--- src/rtl/hpslot_pkg.sv ---
package hpslot_pkg;

  localparam int unsigned WIN_BYTES = 12;

  typedef enum logic [1:0] {
    W_SEL  = 2'd0,
    W_CTL  = 2'd1,
    W_DAT  = 2'd2,
    W_NONE = 2'd3
  } word_e;

  typedef struct packed {
    logic rem;
    logic ins;
    logic en;
  } slot_t;

  // byte-lane merge, lane k = byte offset k (little-endian)
  function automatic logic [31:0] lane_merge(input logic [31:0] old_v,
                                             input logic [31:0] new_v,
                                             input logic [3:0]  lanes);
    logic [31:0] r;
    r = old_v;
    for (int k = 0; k < 4; k++) begin
      if (lanes[k]) r[8*k +: 8] = new_v[8*k +: 8];
    end
    return r;
  endfunction

endpackage

--- src/rtl/hpslot_decode.sv ---
module hpslot_decode
  import hpslot_pkg::*;
#(
  parameter int unsigned ADDR_W = 4
) (
  input  logic [ADDR_W-1:0] addr,
  output word_e             word
);

  logic in_win;

  always_comb begin
    in_win = (addr < ADDR_W'(WIN_BYTES));
    word   = in_win ? word_e'(addr[3:2]) : W_NONE;
  end

endmodule

--- src/rtl/hpslot_slots.sv ---
module hpslot_slots
  import hpslot_pkg::*;
#(
  parameter int unsigned NSLOT = 8,
  localparam int unsigned IDX_W = (NSLOT > 1) ? $clog2(NSLOT) : 1
) (
  input  logic             clk,
  input  logic             rst_n,
  input  logic [IDX_W-1:0] sel_idx,
  input  logic             clr_go,
  input  logic [2:0]       clr_bits,
  input  logic [NSLOT-1:0] ins_req,
  input  logic [NSLOT-1:0] rem_req,
  output logic [NSLOT-1:0] en_vec,
  output logic [NSLOT-1:0] ins_vec,
  output logic [NSLOT-1:0] rem_vec,
  output slot_t            cur
);

  for (genvar g = 0; g < NSLOT; g++) begin : g_slot
    logic  hit;
    slot_t st_q, st_d;
    logic  st_ce;

    always_comb begin
      hit      = clr_go && (sel_idx == IDX_W'(g));
      st_d.en  = (st_q.en  & ~(hit & clr_bits[0])) | ins_req[g];
      st_d.ins = (st_q.ins & ~(hit & clr_bits[1])) | ins_req[g];
      st_d.rem = (st_q.rem & ~(hit & clr_bits[2])) | rem_req[g];
      st_ce    = hit | ins_req[g] | rem_req[g];
    end

    always_ff @(posedge clk or negedge rst_n) begin
      if (!rst_n)     st_q <= '0;
      else if (st_ce) st_q <= st_d;
    end

    assign en_vec[g]  = st_q.en;
    assign ins_vec[g] = st_q.ins;
    assign rem_vec[g] = st_q.rem;
  end

  always_comb begin
    cur = '0;
    for (int i = 0; i < NSLOT; i++) begin
      if (sel_idx == IDX_W'(i)) cur = '{rem: rem_vec[i], ins: ins_vec[i], en: en_vec[i]};
    end
  end

endmodule

--- src/rtl/hpslot_regs.sv ---
module hpslot_regs
  import hpslot_pkg::*;
#(
  parameter int unsigned MAX_SLOTS = 8,
  parameter int unsigned SEL_INIT  = 0,
  localparam int unsigned IDX_W    = (MAX_SLOTS > 1) ? $clog2(MAX_SLOTS) : 1
) (
  input  logic                 clk,
  input  logic                 por_n,
  input  logic                 rst_n,
  input  logic                 wr_en,
  input  logic [3:0]           addr,
  input  logic [3:0]           be,
  input  logic [31:0]          wdata,
  output logic [31:0]          rdata,
  input  logic [MAX_SLOTS-1:0] ins_req,
  input  logic [MAX_SLOTS-1:0] rem_req
);

  word_e       word;
  logic        rst_all_n;
  logic [31:0] sel_q, sel_d;
  logic [7:0]  cmd_q, cmd_d;
  logic [31:0] data_q, data_d;
  logic        sel_ce, cmd_ce, data_ce;
  logic        sel_valid;
  logic        clr_go;
  logic [MAX_SLOTS-1:0] en_vec, ins_vec, rem_vec;
  slot_t       cur;

  assign rst_all_n = por_n & rst_n;
  assign sel_valid = (sel_q < 32'(MAX_SLOTS));

  hpslot_decode #(.ADDR_W(4)) u_dec (
    .addr (addr),
    .word (word)
  );

  hpslot_slots #(.NSLOT(MAX_SLOTS)) u_slots (
    .clk      (clk),
    .rst_n    (rst_all_n),
    .sel_idx  (sel_q[IDX_W-1:0]),
    .clr_go   (clr_go),
    .clr_bits (wdata[2:0]),
    .ins_req  (ins_req),
    .rem_req  (rem_req),
    .en_vec   (en_vec),
    .ins_vec  (ins_vec),
    .rem_vec  (rem_vec),
    .cur      (cur)
  );

  // next state and clock enables
  always_comb begin
    sel_ce  = wr_en && (word == W_SEL);
    cmd_ce  = wr_en && (word == W_CTL) && sel_valid && be[1];
    data_ce = wr_en && (word == W_DAT) && sel_valid;
    clr_go  = wr_en && (word == W_CTL) && sel_valid && be[0];
    sel_d   = lane_merge(sel_q, wdata, be);
    cmd_d   = wdata[15:8];
    data_d  = lane_merge(data_q, wdata, be);
  end

  // selector lives in the power-on domain only
  always_ff @(posedge clk or negedge por_n) begin
    if (!por_n)      sel_q <= 32'(SEL_INIT);
    else if (sel_ce) sel_q <= sel_d;
  end

  always_ff @(posedge clk or negedge rst_all_n) begin
    if (!rst_all_n) begin
      cmd_q  <= '0;
      data_q <= '0;
    end else begin
      if (cmd_ce)  cmd_q  <= cmd_d;
      if (data_ce) data_q <= data_d;
    end
  end

  // read path, blanked when the selector names no slot
  always_comb begin
    rdata = '0;
    if (sel_valid) begin
      unique case (word)
        W_SEL:   rdata = sel_q;
        W_CTL:   rdata = {16'h0000, cmd_q, 5'b00000, cur.rem, cur.ins, cur.en};
        W_DAT:   rdata = data_q;
        default: rdata = '0;
      endcase
    end
  end

endmodule

--- config.mk ---
export PLATFORM = sky130hd
export DESIGN_NAME = hpslot_regs
export DESIGN_NICKNAME = d
export VERILOG_FILES = /design/src/rtl/hpslot_pkg.sv /design/src/rtl/hpslot_decode.sv /design/src/rtl/hpslot_slots.sv /design/src/rtl/hpslot_regs.sv
export SDC_FILE = /design/constraint.sdc
export NUM_CORES = 1
export LEC_CHECK = 0
export BUFFER_PORTS_ARGS = -buffer_cell sky130_fd_sc_hd__buf_4
export CORE_UTILIZATION = 30
export DETAILED_ROUTE_END_ITERATION = 8
export HOLD_SLACK_MARGIN = 0.03
export SLEW_MARGIN = 5
export SYNTH_ARGS = -nofsm -noshare
export SYNTH_HDL_FRONTEND = slang
export SYNTH_SLANG_ARGS = --single-unit
--- constraint.sdc ---
create_clock -name clk -period 3.6 [get_ports clk]
set_clock_uncertainty 0.1 [all_clocks]
set_input_delay 0.36 -clock clk [delete_from_list [all_inputs] [get_ports clk]]
set_output_delay 0.36 -clock clk [all_outputs]
set_load 0.02 [all_outputs]
==> run_results.csv, run 1 <==
group,metric,value,unit
status,status,"finished, final reports clean",
die,die_area,15900,um^2
setup_path,worstPathRequired,3.14,ns
yosys,muxShareOfSynthArea,26.6,%
setup_path,slowest_stage,"or3_1",
detailed_routing,drtPass1Iterations,4,
cts,clk_path_buf_depth,2,
final_layout,drive_gt1_share,41.4,%
die,die_h,126,um
die,num_io_pins,92,
setup_path,worstPathMaxFanout,21,
placed_design,dp_hpwl,8.15,mm
cts,clock-root-buffer,"clkbuf_16",
sta,period_needed,3.04,ns
global_routing,grtUsageTotal,15.3,%
final_layout,area_growth,25.5,%
global_routing,antenna_found_initial,0,
yosys,synth_fa_ha_area_share,0,%
die,start_util,30.6,%
yosys,synthXorXnorAreaFrac,0,%
setup_path,path_cells,"nor4_1 > nand4_1 > or3_1 > nor2_1 > buf_4",
global_routing,grt_pass1_wl,18.7,mm
cts,tritoncts,"built",
sta,setup_viol,0,
sta,max_slew_margin,42.6,%
cts,cts_setup_buffers,0,
final_layout,antennaDiodeCount,0,
die,num_rows,45,
min_path,holdPathStages,2,
flow_run,cap_violations,0,
sta,max_freq,328,MHz
yosys,synth_cells,380,
global_routing,grt_max_degree,49,
setup_path,path_class,"reg -> out",
yosys,synth-simple-area-share,13.5,%
cts,cts_max_level,3,
yosys,synth_edf_count,0,
detailed_routing,ant_nets,0,
sta,hold_violations,0,
yosys,synth_cell_type_count,29,
yosys,async_flop_share,100,%
global_routing,grt_pass1_vias,3553,
setup_path,startpoint_type,"flop",
yosys,synth_compound_area_share,6.30,%
power,totalPowerFinal,2.52,mW
power,cellPowerDensity,434,nW/um^2
sta,fin_tns_setup,0,ns
setup_path,crit_buf_inv,1,
yosys,synth-seq-area-share,51.9,%
detailed_routing,drc,0,
setup_path,crit_arrival,2.58,ns
final_layout,final_common_cell,"dfrtp_1",
sta,finalCritPeriodShare,84.6,%
cts,numClockSinks,96,
yosys,synth-seq-cells,96,
detailed_routing,viasPerCell,5.08,
sta,tightestPinTransition,0.860,ns
final_layout,layout_common_cells,"dfrtp_1, buf_4, mux2_2, nor2_1, mux2i_1",
setup_path,regToRegSetupSlack,0.80,ns
yosys,synth.avg_cell_area,12.2,um^2
setup_path,crit_path_end_kind,"primary output",
placed_design,gp_congestion,0.805,
final_layout,nets,528,
yosys,synth_area,4630,um^2
yosys,syn_nets,440,
cts,cts_hold_buf,2,
detailed_routing,wire_per_inst,17.3,um
die,core_area,15100,um^2
setup_path,r2r-start,"sel_q[29]",
sta,slew_violations,0,
final_layout,final_util,38.4,%
setup_path,reg2regPathDepth,6,
detailed_routing,num_vias,3355,
min_path,hold_end,"u_slots.rem_vec[3]",
die,die_w,126,um
cts,clk_pin_slew,0.06,ns
yosys,ys.flop_type,"dfrtp_1",
min_path,min_from,"rem_req[3]",
power,leakage,2.56,nW
setup_path,cpPeakStageDelay,0.77,ns
detailed_routing,totalWireLength,11.5,mm
cts,numCtsBuffers,9,
min_path,hold_path_class,"in -> reg",
placed_design,portBuffers,89,
power,peakVddDrop,0.220,mV
cts,postCtsResizedCells,0,
sta,grt_setup_unrepaired,"false",
cts,clk_latency,0.34,ns
setup_path,critPathTopFamily,"simple AND/OR/NAND/NOR gates",
detailed_routing,drtIter0Drc,109,
global_routing,gr-total-overflow,0,
yosys,yosys_warnings,0,
yosys,synth_top_family_by_area,"multiplexers",
setup_path,timing.rr.end,"data_q[22]",
-- state kept, by name, summed over array words and instances (netlist names) --
signal / flops
u_slots.en_vec: 8
u_slots.rem_vec: 8
u_slots.ins_vec: 8
cmd_q: 8
data_q: 32
sel_q: 32
-- routing by layer --
layer / GRT usage [%] / routed length, um / vias to the layer above
li1: - / - / 1560
met1: 20.1 / 5360 / 1712
met2: 24.5 / 5490 / 66
met3: 3.14 / 380 / 17
met4: 6.09 / 216 / 0
met5: 0 / 0 / -
-- cells by family (layout without fill, tap and decap cells) --
| family | after synthesis | in the layout |
|---|---|---|
| compound gates | 44 | 44 |
| buf+inv | 19 | 112 |
| flops | 96 | 96 |
| mux | 110 | 110 |
| simple gates | 111 | 111 |
-- metrics by stage --
step / std cells / setup slack [ns] / hold slack (ns) / cell area, um^2
after floorplan: 380 / 1.18 / -0.0356 / 4630
after global placement: 643 / 0.817 / 0.243 / 5500
after detailed placement: 643 / 0.784 / 0.247 / 5500
after CTS: 661 / 0.484 / 0.0824 / 5810
after global routing: 661 / 0.324 / 0.0825 / 5810
final: 661 / 0.555 / 0.0944 / 5810
-- power by group --
group | switching, mW | internal [mW] | total (mW)
clock | 0.384 | 0.524 | 0.908
combinational | 0.157 | 0.177 | 0.334
sequential | 0.101 | 1.18 | 1.28
total | 0.642 | 1.88 | 2.52
-- synthesized netlist by cell type (all sizes together) (4+ instances only) --
cell type / n / area, um^2
mux2i: 32 / 320
nand3: 4 / 20.0
buf: 7 / 33.8
nor2: 44 / 168
nor2b: 7 / 43.8
nand4: 23 / 144
nor4: 6 / 37.5
nor3: 9 / 110
and2: 5 / 31.3
clkbuf: 12 / 45.0
mux2: 75 / 845
a21oi: 14 / 70.1
dfrtp: 96 / 2400
or2: 4 / 25.0
a21o: 24 / 180
nand2: 5 / 18.8
-- worst max path at each step --
stage               from          to  slack [ns]  cells past startpoint
3_3_place_gp   sel_q[29]  data_q[16]        0.82                      6
6_report       sel_q[29]   rdata[25]        0.56                      5
5_1_grt        sel_q[29]   rdata[31]        0.32                      5
4_1_cts        sel_q[29]   rdata[31]        0.48                      5
3_5_place_dp   sel_q[29]  data_q[22]        0.78                      6
2_1_floorplan      rst_n    cmd_q[0]        1.18                      1
-- cell type report --
| class | instances | area, um^2 |
|---|---|---|
| repair buffers | 96 | 738 |
| clock buffers | 14 | 274 |
| well taps | 188 | 235 |
| clock inverters | 2 | 12.5 |
| multi-input cells | 265 | 2150 |
| fillers | 1476 | 9340 |
| flip-flops and latches | 96 | 2400 |
(Power assumes the default switching activity.)
==> inputs of run 2 (changes only) <==
==> constraint.sdc (replaced) <==
create_clock -name clk -period 2.6 [get_ports clk]
set_clock_uncertainty 0.1 [all_clocks]
set_input_delay 0.26 -clock clk [delete_from_list [all_inputs] [get_ports clk]]
set_output_delay 0.26 -clock clk [all_outputs]
set_load 0.02 [all_outputs]
==> run 2 against run 1 <==
Wire length grew 1.9%. Sequential share of layout area shrank 2.5 points. Clock-buffer cell count fell by 3. Via count grew 3.0%. Final cell count grew 3.9%. Non-clock buffer count grew 28. Critical path type unchanged. Largest cell class unchanged. Highest routed layer unchanged.
==> run_results.csv, run 2 (same netlist as run 1, synthesis figures left out) <==
group,metric,value,unit
setup_path,crit_path_end_kind,"primary output",
setup_path,crit_arrival,2.16,ns
setup_path,worstPathMaxFanout,14,
power,clock_power_share,33.7,%
cts,tritoncts,"built",
cts,clk_latency,0.34,ns
sta,timing.hold.ws,0.0486,ns
global_routing,antenna_found_initial,0,
setup_path,cp-endpoint,"rdata[23]",
power,p_seq_share,51.6,%
power,intPower,2.55,mW
final_layout,fill_cells,1438,
sta,period_needed,2.52,ns
power,peakVddDrop,0.307,mV
min_path,hold_path_class,"in -> reg",
die,core_area,15100,um^2
sta,tightestPinTransition,0.680,ns
sta,fin_tns_setup,0,ns
cts,numClockSinks,96,
sta,slew_violations,0,
sta,finalCritPeriodShare,96.8,%
final_layout,layoutNonFillerInstCount,687,
setup_path,timing.rr.end,"data_q[2]",
sta,max_slew_margin,54.4,%
status,status,"finished, final reports clean",
final_layout,area_growth,33.8,%
sta,setup_viol,0,
sta,worst_slack,0.0825,ns
detailed_routing,drtPass1Iterations,4,
power,switching_power,932,uW
setup_path,startpoint_type,"flop",
detailed_routing,viasPerCell,5.03,
detailed_routing,wire_per_inst,17.0,um
power,leakage,2.68,nW
global_routing,grt_pass1_vias,3685,
cts,clk_pin_slew,0.06,ns
setup_path,reg2regPathDepth,6,
die,die_area,15900,um^2
final_layout,final_util,40.9,%
detailed_routing,drtIter0Drc,182,
cts,cts_max_level,3,
detailed_routing,drc,0,
cts,numCtsBuffers,9,
placed_design,gp_congestion,0.828,
global_routing,gr-total-overflow,0,
setup_path,r2r-start,"sel_q[5]",
global_routing,grtUsageTotal,15.6,%
final_layout,antennaDiodeCount,0,
setup_path,regToRegSetupSlack,0.19,ns
setup_path,worstSetupStartpoint,"sel_q[5]",
die,num_rows,45,
placed_design,post-place-ws,0.0658,ns
placed_design,dp_hpwl,8.22,mm
final_layout,drive_gt1_share,45.9,%
detailed_routing,ant_nets,0,
sta,hold_violations,0,
detailed_routing,totalWireLength,11.7,mm
final_layout,final_common_cell,"buf_4",
placed_design,dp_cells,653,
cts,clock-root-buffer,"clkbuf_16",
global_routing,grt_pass1_wl,19.2,mm
setup_path,worstPathRequired,2.24,ns
global_routing,grt_max_degree,65,
flow_run,cap_violations,0,
final_layout,layout_common_cells,"buf_4, dfrtp_1, mux2_2, mux2i_1, nor2_1",
detailed_routing,num_vias,3455,
die,die_w,126,um
final_layout,nets,556,
die,num_io_pins,92,
power,cellPowerDensity,562,nW/um^2
sta,max_freq,397,MHz
setup_path,path_class,"reg -> out",
power,combPwrFrac,14.6,%
power,sw_frac_of_total,26.8,%
die,start_util,30.6,%
final_layout,largestRegisters,"data_q x32, sel_q x32",
cts,clk_path_buf_depth,2,
placed_design,portBuffers,89,
die,die_h,126,um
[run 2: how the worst min path moves through the flow]
stage | endpoint | depth (start not counted) | slack, ns | from
after floorplan | sel_q[0] | 0 | -0.14 | por_n
after global placement | sel_q[17] | 1 | 0.14 | por_n
after detailed placement | sel_q[17] | 1 | 0.15 | por_n
after CTS | data_q[26] | 2 | 0.04 | wdata[26]
after global routing | data_q[26] | 2 | 0.05 | wdata[26]
final | data_q[26] | 2 | 0.05 | wdata[26]
[run 2: final cells by class]
type / count / area [um^2] / share of cell area [%]
sequential: 96 / 2400 / 38.8
clock buffer: 11 / 233 / 3.76
tap: 188 / 235 / 3.80
clock inverter: 3 / 21.3 / 0.343
multi-input combinational: 265 / 2260 / 36.4
timing repair buffer: 124 / 1050 / 16.9
[run 2: stage by stage]
stage	instance area [um^2]	power, mW
final	6190	3.48
after global routing	6190	3.64
after CTS	6090	3.49
after detailed placement	5620	2.26
after global placement	5620	2.24
after floorplan	4630	2.06
[run 2: critical path: stages, from the launching register on]
cell and delay, ns:
dfrtp_1 0.40, nor3_1 0.35, nand4_1 0.20, or3_4 0.44, buf_12 0.17, nor2_1 0.11, buf_4 0.15
[run 2: power by group through the flow]
stage	sequential, mW	combinational [mW]	clock, mW
2_1_floorplan	1.73	0.324	0
3_3_place_gp	1.79	0.454	0
3_5_place_dp	1.80	0.463	0
4_1_cts	1.78	0.492	1.21
5_1_grt	1.82	0.557	1.26
6_report	1.80	0.508	1.17
[run 2: repair_timing]
action | 4_1_cts | 5_1_grt
endpoints found under the setup margin | 24 | 40
buffers inserted | 0 | 2
pin swaps | 2 | 5
hold buffers | 18 | 0
resized for setup | 7 | 26
endpoints found under the hold margin | 120 | 0
[run 2: per-layer routing]
metal | track usage (%) | vias to the layer above | part of all wire, %
li1 | - | 1622 | -
met1 | 20.3 | 1739 | 46
met2 | 25.5 | 78 | 49
met3 | 2.59 | 16 | 3.8
met4 | 6.66 | 0 | 2.0
met5 | 0 | - | 0
==> inputs of run 3 (changes only) <==
--- a/config.mk
+++ b/config.mk
@@ -5,10 +5,13 @@
 export SDC_FILE = /design/constraint.sdc
 export NUM_CORES = 1
 export LEC_CHECK = 0
-export BUFFER_PORTS_ARGS = -buffer_cell sky130_fd_sc_hd__buf_4
+export CELL_PAD_IN_SITES_DETAIL_PLACEMENT = 1
+export CELL_PAD_IN_SITES_GLOBAL_PLACEMENT = 1
 export CORE_UTILIZATION = 30
 export DETAILED_ROUTE_END_ITERATION = 8
+export DONT_BUFFER_PORTS = 1
 export HOLD_SLACK_MARGIN = 0.03
+export PLACE_DENSITY_LB_ADDON = 0.1
 export SLEW_MARGIN = 5
 export SYNTH_ARGS = -nofsm -noshare
 export SYNTH_HDL_FRONTEND = slang
==> run 3 against run 2 <==
The run now ends with setup timing left. Critical path depth up 2. Combinational power down 0.8%. Sequential cell count unchanged. First-iteration DRC count down 47%. Critical path type unchanged. Largest cell class unchanged. Highest routed layer unchanged.
==> run_results.csv, run 3 (same netlist as run 1, synthesis figures left out) <==
group,metric,value,unit
global_routing,gr-total-overflow,0,
setup_path,reg2regPathDepth,8,
detailed_routing,totalWireLength,13.2,mm
sta,fin_tns_setup,-2.78,ns
cts,cts_max_level,3,
setup_path,r2r-start,"sel_q[17]",
detailed_routing,drtPass1Iterations,3,
sta,setup_viol,21,
sta,worst_slack,-0.161,ns
sta,finalCritPeriodShare,106,%
final_layout,antennaDiodeCount,0,
setup_path,worstPathMaxFanout,11,
detailed_routing,viasPerCell,5.02,
power,leakage,2.65,nW
status,status,"finished, violations left",
setup_path,startpoint_type,"flop",
sta,timing.hold.ws,0.163,ns
cts,clk_path_buf_depth,2,
placed_design,dp_hpwl,8.56,mm
cts,tritoncts,"built",
sta,max_freq,362,MHz
setup_path,crit_path_end_kind,"primary output",
die,die_h,126,um
min_path,holdPathStages,2,
global_routing,grt_max_degree,65,
cts,numClockSinks,96,
placed_design,post-place-ws,-0.0597,ns
final_layout,final_util,41.8,%
final_layout,final_common_cell,"dfrtp_1",
power,cellPowerDensity,596,nW/um^2
global_routing,grt_pass1_wl,21.7,mm
setup_path,path_class,"reg -> out",
setup_path,regToRegSetupSlack,0.21,ns
detailed_routing,wire_per_inst,19.6,um
final_layout,fill_cells,1574,
sta,max_slew_margin,49.0,%
final_layout,nets,539,
placed_design,gp_congestion,0.728,
status,violations,"setup timing",
min_path,hold_path_class,"in -> reg",
final_layout,drive_gt1_share,38.6,%
global_routing,grtUsageTotal,18.1,%
min_path,min_from,"addr[2]",
setup_path,worstPathRequired,2.24,ns
cts,clk_pin_slew,0.07,ns
detailed_routing,ant_nets,0,
setup_path,crit_arrival,2.40,ns
die,num_rows,45,
placed_design,portBuffers,0,
sta,period_needed,2.76,ns
flow_run,cap_violations,0,
min_path,hold_end,"sel_q[18]",
die,die_w,126,um
global_routing,antenna_found_initial,0,
sta,slew_violations,0,
detailed_routing,drc,0,
cts,numCtsBuffers,9,
die,num_io_pins,92,
power,peakVddDrop,0.300,mV
cts,clk_latency,0.35,ns
final_layout,area_growth,36.9,%
sta,tightestPinTransition,0.761,ns
detailed_routing,drtIter0Drc,96,
die,start_util,30.6,%
sta,hold_violations,0,
die,core_area,15100,um^2
setup_path,timing.rr.end,"data_q[17]",
detailed_routing,num_vias,3371,
sta,grt_setup_unrepaired,"true",
final_layout,largestRegisters,"data_q x32, sel_q x32",
die,die_area,15900,um^2
placed_design,dp_cells,599,
final_layout,layoutNonFillerInstCount,672,
cts,clock-root-buffer,"clkbuf_16",
global_routing,grt_pass1_vias,3738,
final_layout,layout_common_cells,"dfrtp_1, mux2_2, dlygate4sd3_1, buf_4, mux2i_1",
==> run 3: cell count changes in the layout (fill, tap and decap cells not counted), moves of 3 or more <==
cell | previous run | this run
a21oi_2 | 3 | 0
buf_4 | 99 | 37
buf_6 | 2 | 12
clkbuf_8 | 0 | 3
dlygate4sd3_1 | 18 | 50
nor2_1 | 29 | 24
nor2_4 | 1 | 4
==> run 3: layout make-up <==
class / count / area [um^2] / area share [%]
clock buffers: 14 / 274 / 4.32
clock inverters: 2 / 60.1 / 0.948
multi-input cells: 265 / 2280 / 36.0
flip-flops and latches: 96 / 2400 / 37.9
well taps: 188 / 235 / 3.71
repair buffers: 107 / 1080 / 17.1
==> run 3: what timing repair did <==
item / CTS / global route
setup endpoints to repair: 32 / 32
buffers inserted: 4 / 1
hold buffers: 51 / 0
gates resized for setup: 23 / 25
hold endpoints to repair: 192 / 0
pin swaps: 5 / 2
cloned: 1 / 0
==> run 3: stage by stage <==
stage          power [mW]  instance area (um^2)
2_1_floorplan        2.06                  4630
3_3_place_gp         2.16                  5240
4_1_cts              3.82                  6230
5_1_grt              3.96                  6340
6_report             3.78                  6340
3_5_place_dp         2.17                  5240
==> run 3: power breakdown <==
group | total (mW) | internal (mW) | leakage (nW) | switching, mW
clock | 1.48 | 0.923 | 0.163 | 0.562
sequential | 1.79 | 1.63 | 1.18 | 0.157
combinational | 0.504 | 0.281 | 1.31 | 0.223
==> run 3: routing by layer <==
| layer | vias to the layer above | part of all wire [%] | global-route usage (%) |
|---|---|---|---|
| li1 | 1587 | - | - |
| met1 | 1711 | 46 | 23.6 |
| met2 | 60 | 49 | 28.8 |
| met3 | 13 | 3.9 | 4.76 |
| met4 | 0 | 1.7 | 6.59 |
| met5 | - | 0 | 0 |
==> run 3: worst max-delay path by stage <==
| stage | from | cells past startpoint | slack [ns] | end |
|---|---|---|---|---|
| after floorplan | rst_n | 1 | 0.28 | cmd_q[0] |
| after global routing | sel_q[29] | 8 | -0.25 | rdata[17] |
| after global placement | sel_q[21] | 7 | -0.02 | rdata[1] |
| after CTS | sel_q[17] | 8 | -0.22 | rdata[3] |
| final | sel_q[17] | 8 | -0.16 | rdata[19] |
| after detailed placement | sel_q[21] | 7 | -0.06 | rdata[1] |
==> run 3: worst max-delay path: stages (launching register included) <==
cell and delay, ns:
dfrtp_1 0.39, nor4_2 0.32, buf_4 0.16, nand4_1 0.13
buf_4 0.18, or3_4 0.41, buf_12 0.18, nor2_1 0.12
buf_4 0.15
